### config.mk
export PLATFORM = sky130hd
export DESIGN_NAME = casc_counter
export DESIGN_NICKNAME = d
export VERILOG_FILES = /design/src/rtl/cnt_pkg.sv /design/src/rtl/cnt_op_decode.sv /design/src/rtl/cnt_next_val.sv /design/src/rtl/cnt_carry.sv /design/src/rtl/casc_counter.sv
export SDC_FILE = /design/constraint.sdc
export NUM_CORES = 1
export LEC_CHECK = 0
export BUFFER_PORTS_ARGS = -buffer_cell sky130_fd_sc_hd__buf_4
export CORE_AREA = 4 4 41 43
export CTS_BUF_LIST = sky130_fd_sc_hd__clkbuf_2 sky130_fd_sc_hd__clkbuf_4 sky130_fd_sc_hd__clkbuf_8
export DETAILED_ROUTE_END_ITERATION = 6
export DIE_AREA = 0 0 45 47
export SYNTH_ARGS = -nofsm -noshare
export SYNTH_HDL_FRONTEND = slang
export SYNTH_HIERARCHICAL = 1
export SYNTH_SLANG_ARGS = --single-unit
### constraint.sdc
create_clock -name clk -period 3.5 [get_ports clk]
set_clock_uncertainty 0.1 [all_clocks]
set_input_delay 0.35 -clock clk [delete_from_list [all_inputs] [get_ports clk]]
set_output_delay 0.35 -clock clk [all_outputs]
set_load 0.01 [all_outputs]
### src/rtl/cnt_pkg.sv
package cnt_pkg;
    typedef enum logic [1:0] {
        OP_HOLD  = 2'd0,
        OP_LOAD  = 2'd1,
        OP_COUNT = 2'd2
    } cnt_op_e;
endpackage

### src/rtl/cnt_op_decode.sv
module cnt_op_decode
    import cnt_pkg::*;
(
    input  logic    load_n,
    input  logic    en_count,
    input  logic    en_ripple,
    output cnt_op_e op
);
    logic both_en;

    assign both_en = en_count & en_ripple;

    // Load has priority over counting; enables matter only when not loading.
    always_comb begin
        unique case ({load_n, both_en})
            2'b00:   op = OP_LOAD;
            2'b01:   op = OP_LOAD;
            2'b10:   op = OP_HOLD;
            2'b11:   op = OP_COUNT;
            default: op = OP_HOLD;
        endcase
    end
endmodule

### src/rtl/cnt_next_val.sv
module cnt_next_val
    import cnt_pkg::*;
#(
    parameter int W = 4
) (
    input  cnt_op_e      op,
    input  logic [W-1:0] cur,
    input  logic [W-1:0] din,
    output logic [W-1:0] nxt
);
    localparam logic [W-1:0] ONE = {{(W-1){1'b0}}, 1'b1};

    always_comb begin
        unique case (op)
            OP_LOAD:  nxt = din;
            OP_COUNT: nxt = cur + ONE;   // wraps naturally from all ones
            OP_HOLD:  nxt = cur;
            default:  nxt = cur;
        endcase
    end
endmodule

### src/rtl/cnt_carry.sv
module cnt_carry #(
    parameter int W = 4
) (
    input  logic [W-1:0] cur,
    input  logic         en_ripple,
    output logic         carry
);
    logic [W:0] chain;

    assign chain[0] = en_ripple;

    // AND chain over the count bits, seeded by the gating enable
    genvar i;
    generate
        for (i = 0; i < W; i++) begin : g_and
            assign chain[i+1] = chain[i] & cur[i];
        end
    endgenerate

    assign carry = chain[W];
endmodule

### src/rtl/casc_counter.sv
module casc_counter
    import cnt_pkg::*;
#(
    parameter int W = 4
) (
    input  logic         clk,
    input  logic         clear_n,
    input  logic         load_n,
    input  logic [W-1:0] din,
    input  logic         en_count,
    input  logic         en_ripple,
    output logic [W-1:0] q,
    output logic         carry
);
    cnt_op_e      op;
    logic [W-1:0] cnt_r;
    logic [W-1:0] cnt_nxt;

    cnt_op_decode u_dec (
        .load_n    (load_n),
        .en_count  (en_count),
        .en_ripple (en_ripple),
        .op        (op)
    );

    cnt_next_val #(.W(W)) u_next (
        .op  (op),
        .cur (cnt_r),
        .din (din),
        .nxt (cnt_nxt)
    );

    // State register; clear is asynchronous and overrides any operation
    always_ff @(posedge clk or negedge clear_n) begin
        if (!clear_n) cnt_r <= '0;
        else          cnt_r <= cnt_nxt;
    end

    cnt_carry #(.W(W)) u_carry (
        .cur       (cnt_r),
        .en_ripple (en_ripple),
        .carry     (carry)
    );

    assign q = cnt_r;
endmodule

==> metrics.md, run 1 <==
| Metric | Value |
|---|---|
| Reg2reg setup slack | between 2 and 2.5 ns |
| CTS tree | yes |
| Metal2 WL | between 200 and 300 um |
| Share of cells above drive strength 1 | 0.3750 |
| Setup TNS | 0 ns |
| Avg Vias per Cell | 4.381 |
| Setup violators final | 0 |
| DRC | 0 |
| Final worst setup slack | ~1.8 ns |
| Reg-to-Reg End | q[2]$_DFF_PN0_ |
| Antenna Nets Post-Route | 0 |
| Avg Inst Size Synth | 8.876 um^2 |
| Later-pin clock latency in the skew report | 0.23 ns |
| Number of flip-flops in the largest register | 4 |
| Max Buffers Root-to-Sink | 2 |
| Post-synthesis cell count | 32 |
| Sw frac | 0.2743 |
| Worst Path Max Fanout | 10 |
| Initial antenna violation count | 0 |
| Yosys warns | 6 |
| Finished Layout Cells | 63 |
| Total grt overflow | 0 |
| Outcome | completed |
| Synth cell types | 16 |
| Worst slew margin | 0.8199 |
| Switching power | 0.04390 mW |
| Vias in the first global route | 251 |
| 1st-iter DRT viols | 5 |
| Filler cell count | 148 |
| Pint | between 0.1 and 0.15 mW |
| Chip height | 47 um |
| Max rail drop VDD | 95.15 uV |
| RSZ-0062 raised after global routing | no |
| CP Capture Type | flop |
| Vias | 276 |
| H-tree Lvls | 1 |
| Static Leak | 0.2184 nW |
| DRT met1 WL | 265 um |
| Antenna Diode Count | 0 |
| Required time of the worst setup path | 3.51 ns |
| Area Growth Syn to Fin | 48.46% |
| Worst Path Class, Setup | input pin to flop |
| Number of primary I/O pins | 14 |
| Cells on worst reg2reg path | 3 |
| Post-place setup slack | 1.523 ns |
| Pwr/cell area | 379.5 nW/um^2 |
| Rows | 13 |
| Critical R2R Launch | q[1]$_DFF_PN0_ |
| Hold endpoint | q[0]$_DFF_PN0_ |
| Post-synthesis sequential area ratio | 0.3524 |
| Post-synth top area share | 0.3524 |
| Post-DR wirelength/cell | 9.841 um |
| Final Max Tran Viols | 0 |
| Chip width | 45 um |
| DRT Pass-1 Iters | 4 |
| Worst Setup Start Kind | input pin |
| HP Class | input pin to flop |
| Crit path time final | 1.741 ns |
| CORE AREA | around 1300 um^2 |
| Combinational fraction of design power | 0.273 |
| IO Port Bufs | 13 |
| Power, Total | 0.1600 mW |
| Max Used Layer | met3 |
| Max Cap Violations | 0 |
| RePlAce Congestion | 0.7499 |
| Multi-input logic area | 157.7 um^2 |
| Largest net degree at the start of global routing | 11 |
| First-pass GRT wire length | just over 1000 um |
| DPL Wire Length | 520.7 um |
| Clock Power Share | 0.345 |
| Post-CTS sizing | 0 |
| Clock root buffer | clkbuf_4 |
| Die area | 2115 um^2 |
| Register area | 100.1 um^2 |
| Syn nets | 44 |
| Post-Syn Area | ~280 um^2 |
| Total Routing Usage GR | 0.07137 |
| # nets final | between 60 and 70 |
| Hold path depth | 3 |
| Leading area contributor after synthesis | dfrtp_1 |
| Drt total wl | ~620 um |
| Worst-Margin Slew | 0.2701 ns |
| Total clock buffers created by CTS | 3 |
| CP Data Arrival Time | 1.75 ns |
| Min-delay src | din[0] |
| Period Utilization, post-route | 0.4975 |
| Inst Count DP | 59 |
| Area contributors post-synth | dfrtp_1 35%, ha_1 13%, nor2_1 6.6%, inv_1 5.3%, nand2_1 5.3% |
| Hold Vio Cnt, Final | 0 |
| Hold-fix buffers, CTS | 1 |
| Post-CTS Setup Bufs | 0 |
| Met3 routed WL | 68 um |
| Register bit total from synthesis | 4 |
| F_max | 574.3 MHz |
| Starting Density | 0.2183 |
| Clock sinks | 4 |
| Flop pwr share | 0.383 |
| Worst-path clk slew | 0.04 ns |
stage by stage:
step / instance area (um^2) / hold WS (ns) / utilization
floorplan: 284.0 / -0.04559 / -
global placement: 389.1 / 0.04644 / 0.2990
detailed placement: 389.1 / 0.04740 / 0.2990
CTS: 421.7 / 0.3378 / 0.3240
global route: 421.7 / 0.3471 / 0.3240
finish: 421.7 / 0.3335 / 0.3240
layer usage:
layer  up-vias  GRT usage
li1        145          -
met1       119    0.08966
met2        12    0.09322
met3         0    0.01149
met4         0    0.08772
met5         -          0
power by group through the flow:
stage / clock network [mW] / logic (mW) / registers [mW]
final: 0.0551 / 0.0436 / 0.0613
after floorplan: 0 / 0.0218 / 0.0627
after global routing: 0.0615 / 0.0494 / 0.0633
after CTS: 0.0580 / 0.0443 / 0.0614
after global placement: 0 / 0.0427 / 0.0620
after detailed placement: 0 / 0.0434 / 0.0620
placed cells by master, fill, tap and decap left out, types with 2 or more instances in the layout:
master and instances:
nand2_1 4, dfrtp_1 4, buf_4 13, inv_1 4, ha_1 3, clkbuf_4 3, nand3_1 2, nor2_1 5
critical path, stage by stage:
cell and delay [ns]:
buf_4 0.10, and3_1 0.18, ha_1 0.44, nor2_1 0.08, mux2_2 0.26, a221o_2 0.33
final cells by class:
class	instances	share of cell area
multi-input cells	23	0.3739
repair buffers	14	0.2552
inverters	4	0.03561
flip-flops and latches	4	0.2374
well taps	15	0.04451
clock buffers	3	0.05341
synthesized netlist by cell type (all sizes together):
master  number
a21oi        1
buf          1
nand2        4
dfrtp        4
a22oi        1
mux2         2
a221oi       1
nand3        2
a221o        2
and3         1
inv          4
o21ai        1
ha           3
nor2         5
worst max path at each step:
stage | start | to | slack [ns] | depth (start not counted)
finish | en_count | q[2]$_DFF_PN0_ | 1.76 | 6
global placement | en_count | q[2]$_DFF_PN0_ | 1.53 | 6
CTS | en_count | q[2]$_DFF_PN0_ | 1.76 | 6
floorplan | en_count | q[2]$_DFF_PN0_ | 1.75 | 6
global route | en_count | q[2]$_DFF_PN0_ | 1.67 | 6
detailed placement | en_count | q[2]$_DFF_PN0_ | 1.52 | 6
kinds of logic (layout without fill, tap and decap cells):
group / after synthesis / in the layout / share of synthesized area
adder cells (fa/ha/maj): 3 / 3 / 0.1322
multiplexers: 2 / 2 / 0.07929
flip-flops: 4 / 4 / 0.3524
buffers and inverters: 5 / 21 / 0.09249
AND/OR/NAND/NOR: 12 / 12 / 0.1762
AO/OA/AOI/OAI: 6 / 6 / 0.1674
(Power assumes the default switching activity.)
==> run 2, diff against run 1 <==
- clock period: 3.5 -> 1.5 ns (I/O delays scaled with it)
==> run 2 against run 1 <==
Compared with the run above:
- sequential cell count did not move
- clock-buffer cell count did not move
- die area did not move
- critical path type is now flop to flop
- final cell count rose by 9.5%
- utilization rose by 5.1 points
- first-iteration DRC count fell by 40%
- global-route usage rose by 1.5 points
- largest cell class unchanged
- setup slack got worse by 1.7 ns
- design area rose by 16%
- clock power rose by 130%
- register-to-register slack got worse by 2.0 ns
- total power rose to 2.5 times the previous value
==> metrics.md, run 2 (synthesized netlist as in run 1, its figures left out) <==
| Metric | Value |
|---|---|
| Pwr/cell area | 826.0 nW/um^2 (was 379.5 nW/um^2) |
| Antenna Nets Post-Route | 0 (unchanged) |
| First-pass GRT wire length | 1255 um (was 1007 um) |
| RePlAce Congestion | 0.7905 (was 0.7499) |
| Hold Vio Cnt, Final | 0 (unchanged) |
| Crit path time final | 1.444 ns |
| # nets final | 68 (was 62) |
| Clock root buffer | clkbuf_4 (unchanged) |
| Chip width | 45 um (unchanged) |
| Worst-path clk slew | 0.03 ns (was 0.04 ns) |
| Clock sinks | 4 (unchanged) |
| Vias in the first global route | 335 (was 251) |
| Static Leak | 0.2477 nW (was 0.2184 nW) |
| Largest net degree at the start of global routing | 7 (was 11) |
| DRT Pass-1 Iters | 2 (was 4) |
| Total clock buffers created by CTS | 3 (unchanged) |
| Rows | 13 (unchanged) |
| Number of primary I/O pins | 14 (unchanged) |
| Avg Vias per Cell | 4.246 (was 4.381) |
| Die area | 2115 um^2 (unchanged) |
| Worst slew margin | 0.8378 (was 0.8199) |
| CTS tree | yes (unchanged) |
| Post-place setup slack | -0.06258 ns (was 1.523 ns) |
| CP Data Arrival Time | 1.45 ns (was 1.75 ns) |
| Final worst setup slack | 0.05563 ns (was 1.759 ns) |
| DRC | 0 (unchanged) |
| Post-CTS sizing | 0 (unchanged) |
| Post-CTS Setup Bufs | 0 (unchanged) |
| Min-delay src | din[0] (unchanged) |
| Later-pin clock latency in the skew report | 0.23 ns (about the same) |
| Critical R2R Launch | q[0]$_DFF_PN0_ (was q[1]$_DFF_PN0_) |
| Share of cells above drive strength 1 | 0.4815 (was 0.3750) |
| Max rail drop VDD | 292.7 uV (was 95.15 uV) |
| Commonest cells after routing, fill and taps aside | 19 x buf_4, 5 x nor2_1, 4 x dfrtp_1, 4 x nand2_1, 4 x inv_1 (was 13 x buf_4, 5 x nor2_1, 4 x dfrtp_1, 4 x nand2_1, 4 x inv_1) |
| Worst Path Class, Setup | flop to flop (was input pin to flop) |
| Number of flip-flops in the largest register | 4 (unchanged) |
| IO Port Bufs | 13 (unchanged) |
| Starting Density | 0.2183 (unchanged) |
| Initial antenna violation count | 0 (unchanged) |
| Period Utilization, post-route | 0.9629 |
| Most common cell after layout, fill and taps aside | buf_4 (unchanged) |
| H-tree Lvls | 1 (unchanged) |
| Total grt overflow | 0 (unchanged) |
| Worst Path Max Fanout | 3 (was 10) |
| Hold endpoint | q[0]$_DFF_PN0_ (unchanged) |
| Max Buffers Root-to-Sink | 2 (unchanged) |
| HP Class | input pin to flop (unchanged) |
| Antenna Diode Count | 0 (unchanged) |
| Hold path depth | 3 (unchanged) |
| F_max | 692.3 MHz |
| Chip height | 47 um (unchanged) |
| Required time of the worst setup path | 1.51 ns (was 3.51 ns) |
| Reg-to-Reg End | q[2]$_DFF_PN0_ (unchanged) |
| Setup TNS | 0 ns (unchanged) |
| Hold-fix buffers, CTS | 1 (unchanged) |
| CP Capture Type | flop (unchanged) |
| Area Growth Syn to Fin | 71.81% (was 48.46%) |
| Total Routing Usage GR | 0.08630 (was 0.07137) |
| CORE AREA | 1301 um^2 (unchanged) |
| Vias | 293 (was 276) |
| Max Cap Violations | 0 (unchanged) |
| Outcome | completed (unchanged) |
| Drt total wl | 674 um (was 620 um) |
| Final Max Tran Viols | 0 (unchanged) |
| DPL Wire Length | 575.8 um (was 520.7 um) |
| Setup violators final | 0 (unchanged) |
| RSZ-0062 raised after global routing | no (unchanged) |
| Post-DR wirelength/cell | 9.768 um (was 9.841 um) |
| Reg2reg setup slack | 0.06 ns (was 2.03 ns) |
| Worst Setup Start Kind | flop (was input pin) |
| 1st-iter DRT viols | 3 (was 5) |
| Worst-Margin Slew | 0.2433 ns (was 0.2701 ns) |
| Cells on worst reg2reg path | 3 (unchanged) |
==> run 2: routing by layer <==
metal,GRT usage,vias to the layer above,wire length (um)
met4,0.08772,0,0
met2,0.1215,13,285
met5,0,-,0
li1,-,156,-
met3,0.04981,0,94
met1,0.08696,124,294
==> run 2: metrics by stage <==
step / cells / utilization / hold slack (ns) / area, um^2 / total power, mW
after detailed placement: 65 / 0.3500 / -0.1522 / 455.4 / 0.2761
after global placement: 65 / 0.3500 / -0.1525 / 455.4 / 0.2745
final: 69 / 0.3750 / 0.1123 / 488.0 / 0.4031
after global routing: 69 / 0.3750 / 0.1265 / 488.0 / 0.4434
after floorplan: 32 / - / -0.2456 / 305.3 / 0.2041
after CTS: 69 / 0.3750 / 0.1065 / 488.0 / 0.4137
==> run 2: worst max-delay path, cell delays in order, from the launching register on <==
cell and delay (ns):
dfrtp_1 0.39, ha_1 0.22, mux2_4 0.29, a221o_2 0.32
==> run 2: layout make-up <==
type / count / area [um^2]
clock buffers: 3 / 22.52
fillers: 144 / 813.3
inverters: 4 / 15.01
multi-input cells: 23 / 178.9
flip-flops and latches: 4 / 100.1
well taps: 15 / 18.77
repair buffers: 20 / 152.6
==> run 2: power by group <==
group / internal, mW / switching, mW
Sequential: 0.123 / 0.0163
Combinational: 0.0835 / 0.0524
Clock: 0.0892 / 0.0391
==> run 2: worst max-delay path by stage <==
stage	start	end	slack, ns	depth (start not counted)
2_1_floorplan	en_count	q[2]$_DFF_PN0_	-0.01	6
3_3_place_gp	en_count	q[2]$_DFF_PN0_	-0.05	6
3_5_place_dp	en_ripple	q[2]$_DFF_PN0_	-0.06	6
4_1_cts	q[0]$_DFF_PN0_	q[2]$_DFF_PN0_	0.05	3
5_1_grt	q[1]$_DFF_PN0_	q[2]$_DFF_PN0_	0.009	3
6_report	q[0]$_DFF_PN0_	q[2]$_DFF_PN0_	0.06	3
==> run 3, diff against run 2 <==
- ABC_AREA: default -> 1
==> run 3 against run 2 <==
Compared with the run above:
- hold slack got worse by 0.049 ns
- utilization shrank 4.4 points
- area after synthesis decreased by 0.88%
- register-to-register slack improved by 0.25 ns
- design area fell by 12%
- setup slack improved by 0.22 ns
- critical path type is now flop to output port
- largest cell class unchanged
- largest power group unchanged
==> metrics.md, run 3 <==
| Metric | Value |
|---|---|
| Worst Path Max Fanout | 6 (was 3) |
| Setup violators final | 0 (unchanged) |
| CTS tree | yes (unchanged) |
| HP Class | input pin to flop (unchanged) |
| Period Utilization, post-route | 0.8166 (was 0.9629) |
| Area contributors post-synth | dfrtp_1 36%, ha_1 13%, a21oi_1 11%, nor2_1 8.0%, inv_1 6.7% (was dfrtp_1 35%, ha_1 13%, nor2_1 6.6%, inv_1 5.3%, nand2_1 5.3%) |
| Total Routing Usage GR | 0.07522 (was 0.08630) |
| F_max | 816.4 MHz (was 692.3 MHz) |
| Antenna Diode Count | 0 (unchanged) |
| Inst Count DP | 66 (was 65) |
| Die area | 2115 um^2 (unchanged) |
| Hold-fix buffers, CTS | 1 (unchanged) |
| Worst-Margin Slew | 0.2203 ns (was 0.2433 ns) |
| Critical R2R Launch | q[0]$_DFF_PN0_ (unchanged) |
| Total grt overflow | 0 (unchanged) |
| Starting Density | 0.2163 (was 0.2183) |
| Largest net degree at the start of global routing | 8 (was 7) |
| Later-pin clock latency in the skew report | 0.23 ns (about the same) |
| CORE AREA | 1301 um^2 (unchanged) |
| Worst Path Class, Setup | flop to output port (was flop to flop) |
| Avg Inst Size Synth | 7.408 um^2 (was 8.876 um^2) |
| Max Cap Violations | 0 (unchanged) |
| Post-synth top cells | 6 x a21oi_1, 6 x nor2_1, 5 x inv_1, 5 x nand2_1, 4 x dfrtp_1 (was 5 x nor2_1, 4 x dfrtp_1, 4 x inv_1, 4 x nand2_1, 3 x ha_1) |
| Cells along the critical path | nand3_1 -> nor2_1 -> buf_4 (was ha_1 -> mux2_4 -> a221o_2) |
| Crit path time final | 1.225 ns (was 1.444 ns) |
| Commonest cells after routing, fill and taps aside | 13 x buf_4, 6 x nor2_1, 6 x a21oi_1 (was 19 x buf_4, 5 x nor2_1, 4 x dfrtp_1, 4 x nand2_1, 4 x inv_1) |
| Worst Setup Start Kind | flop (unchanged) |
| Vias | 304 (was 293) |
| Post-synth top area share | 0.3556 (was 0.3524) |
| Max rail drop VDD | 625.0 uV (was 292.7 uV) |
| Post-CTS sizing | 0 (unchanged) |
| Final Max Tran Viols | 0 (unchanged) |
| Number of primary I/O pins | 14 (unchanged) |
| # nets final | 69 (was 68) |
| Synth Flop Type | dfrtp_1 (unchanged) |
| Area Growth Syn to Fin | 52.89% (was 71.81%) |
| Outcome | completed (unchanged) |
| Antenna Nets Post-Route | 0 (unchanged) |
| Chip height | 47 um (unchanged) |
| Chip width | 45 um (unchanged) |
| Final hold slack | 0.06314 ns (was 0.1123 ns) |
| Critical-path top delay cell | dfrtp_1 (unchanged) |
| Min-delay src | din[0] (unchanged) |
| CP Capture Type | output port (was flop) |
| Register area | 100.1 um^2 (unchanged) |
| DRT Pass-1 Iters | 3 (was 2) |
| Total clock buffers created by CTS | 3 (unchanged) |
| Cells on worst reg2reg path | 3 (unchanged) |
| DRC | 0 (unchanged) |
| RSZ-0062 raised after global routing | no (unchanged) |
| Syn nets | 50 (was 44) |
| Hold path depth | 3 (unchanged) |
| Hold Vio Cnt, Final | 0 (unchanged) |
| Clock root buffer | clkbuf_4 (unchanged) |
| Post-synthesis sequential area ratio | 0.3556 (was 0.3524) |
| IO Port Bufs | 13 (unchanged) |
| Setup TNS | 0 ns (unchanged) |
| Number of flip-flops in the largest register | 4 (unchanged) |
| CP Data Arrival Time | 0.97 ns (was 1.45 ns) |
| Vias in the first global route | 262 (was 335) |
| Post-synthesis cell count | 38 (was 32) |
| Avg Vias per Cell | 4.343 (was 4.246) |
| DPL Wire Length | 508.7 um (was 575.8 um) |
| Finished Layout Cells | 70 (was 69) |
| Required time of the worst setup path | 1.25 ns (was 1.51 ns) |
| Static Leak | 0.2192 nW (was 0.2477 nW) |
| Share of cells above drive strength 1 | 0.3455 (was 0.4815) |
| H-tree Lvls | 1 (unchanged) |
| Number of synthesized flops with an enable pin | 0 (unchanged) |
| 1st-iter DRT viols | 1 (was 3) |
| First-pass GRT wire length | 1055 um (was 1255 um) |
| Multi-input logic area | 158.9 um^2 (was 178.9 um^2) |
| Leading area contributor after synthesis | dfrtp_1 (unchanged) |
| Most common cell after layout, fill and taps aside | buf_4 (unchanged) |
| Worst slew margin | 0.8531 (was 0.8378) |
| Post-CTS Setup Bufs | 0 (unchanged) |
| Pwr/cell area | 918.7 nW/um^2 (was 826.0 nW/um^2) |
| Max Buffers Root-to-Sink | 2 (unchanged) |
| Drt total wl | 616 um (was 674 um) |
| Register bit total from synthesis | 4 (unchanged) |
| Post-DR wirelength/cell | 8.800 um (was 9.768 um) |
| Initial antenna violation count | 0 (unchanged) |
| Rows | 13 (unchanged) |
| Reg-to-Reg End | q[1]$_DFF_PN0_ (was q[2]$_DFF_PN0_) |
| Hold endpoint | q[0]$_DFF_PN0_ (unchanged) |
| Reg2reg setup slack | 0.31 ns (was 0.06 ns) |
| Ys async rst share | 1.000 (unchanged) |
| Yosys warns | 6 (unchanged) |
| Post-Syn Area | 281.5 um^2 (was 284.0 um^2) |
| Delay of the slowest critical-path stage | 0.44 ns (was 0.39 ns) |
| Clock sinks | 4 (unchanged) |
| Worst-path clk slew | 0.04 ns (was 0.03 ns) |
| Synth cell types | 13 (was 16) |
| Filler cell count | 155 (was 144) |
| RePlAce Congestion | 0.6434 (was 0.7905) |
## run 3: report_power, final
| group | switching, mW | internal, mW |
|---|---|---|
| Clock | 0.0383 | 0.0891 |
| Combinational | 0.0532 | 0.0627 |
| Sequential | 0.0271 | 0.125 |
## run 3: critical path: cells and delay by family (launching register included)
| family | cells | cell delay, ns |
|---|---|---|
| buf+inv | 1 | 0.12 |
| simple gates | 2 | 0.18 |
| flops | 1 | 0.44 |
## run 3: final cells by class
cell class	count	area share
clock buffer	3	0.05233
inverter	6	0.05233
multi-input combinational	28	0.3692
sequential	4	0.2326
tap	15	0.04360
timing repair buffer	14	0.2500
## run 3: metal layers
layer,vias up,global-route usage,part of all wire
met3,0,0.06897,0.13
met2,11,0.1102,0.45
met4,0,0,0
li1,160,-,-
met5,-,0,0
met1,133,0.08696,0.42
## run 3: logic make-up after synthesis
| family | after synthesis | synth area share |
|---|---|---|
| simple gates | 16 | 0.2445 |
| flops | 4 | 0.3556 |
| buf+inv | 6 | 0.07999 |
| fa+ha+maj | 3 | 0.1333 |
| compound gates | 8 | 0.1555 |
| xor+xnor | 1 | 0.03112 |
## run 3: metrics by stage
| step | util | total power, mW | worst slack [ns] | cell area (um^2) |
|---|---|---|---|---|
| 2_1_floorplan | - | 0.2097 | 0.3362 | 281.5 |
| 3_3_place_gp | 0.3058 | 0.2675 | 0.1749 | 397.9 |
| 3_5_place_dp | 0.3058 | 0.2695 | 0.1598 | 397.9 |
| 4_1_cts | 0.3308 | 0.4057 | 0.2566 | 430.4 |
| 5_1_grt | 0.3308 | 0.4441 | 0.1495 | 430.4 |
| 6_report | 0.3308 | 0.3954 | 0.2752 | 430.4 |
## run 3: worst max-delay path by stage
stage / start / endpoint / slack [ns] / depth (start not counted)
4_1_cts: q[0]$_DFF_PN0_ / carry / 0.26 / 3
3_3_place_gp: load_n / q[0]$_DFF_PN0_ / 0.17 / 8
2_1_floorplan: q[0]$_DFF_PN0_ / q[1]$_DFF_PN0_ / 0.34 / 3
5_1_grt: q[2]$_DFF_PN0_ / carry / 0.15 / 3
6_report: q[2]$_DFF_PN0_ / carry / 0.28 / 3
3_5_place_dp: load_n / q[0]$_DFF_PN0_ / 0.16 / 8
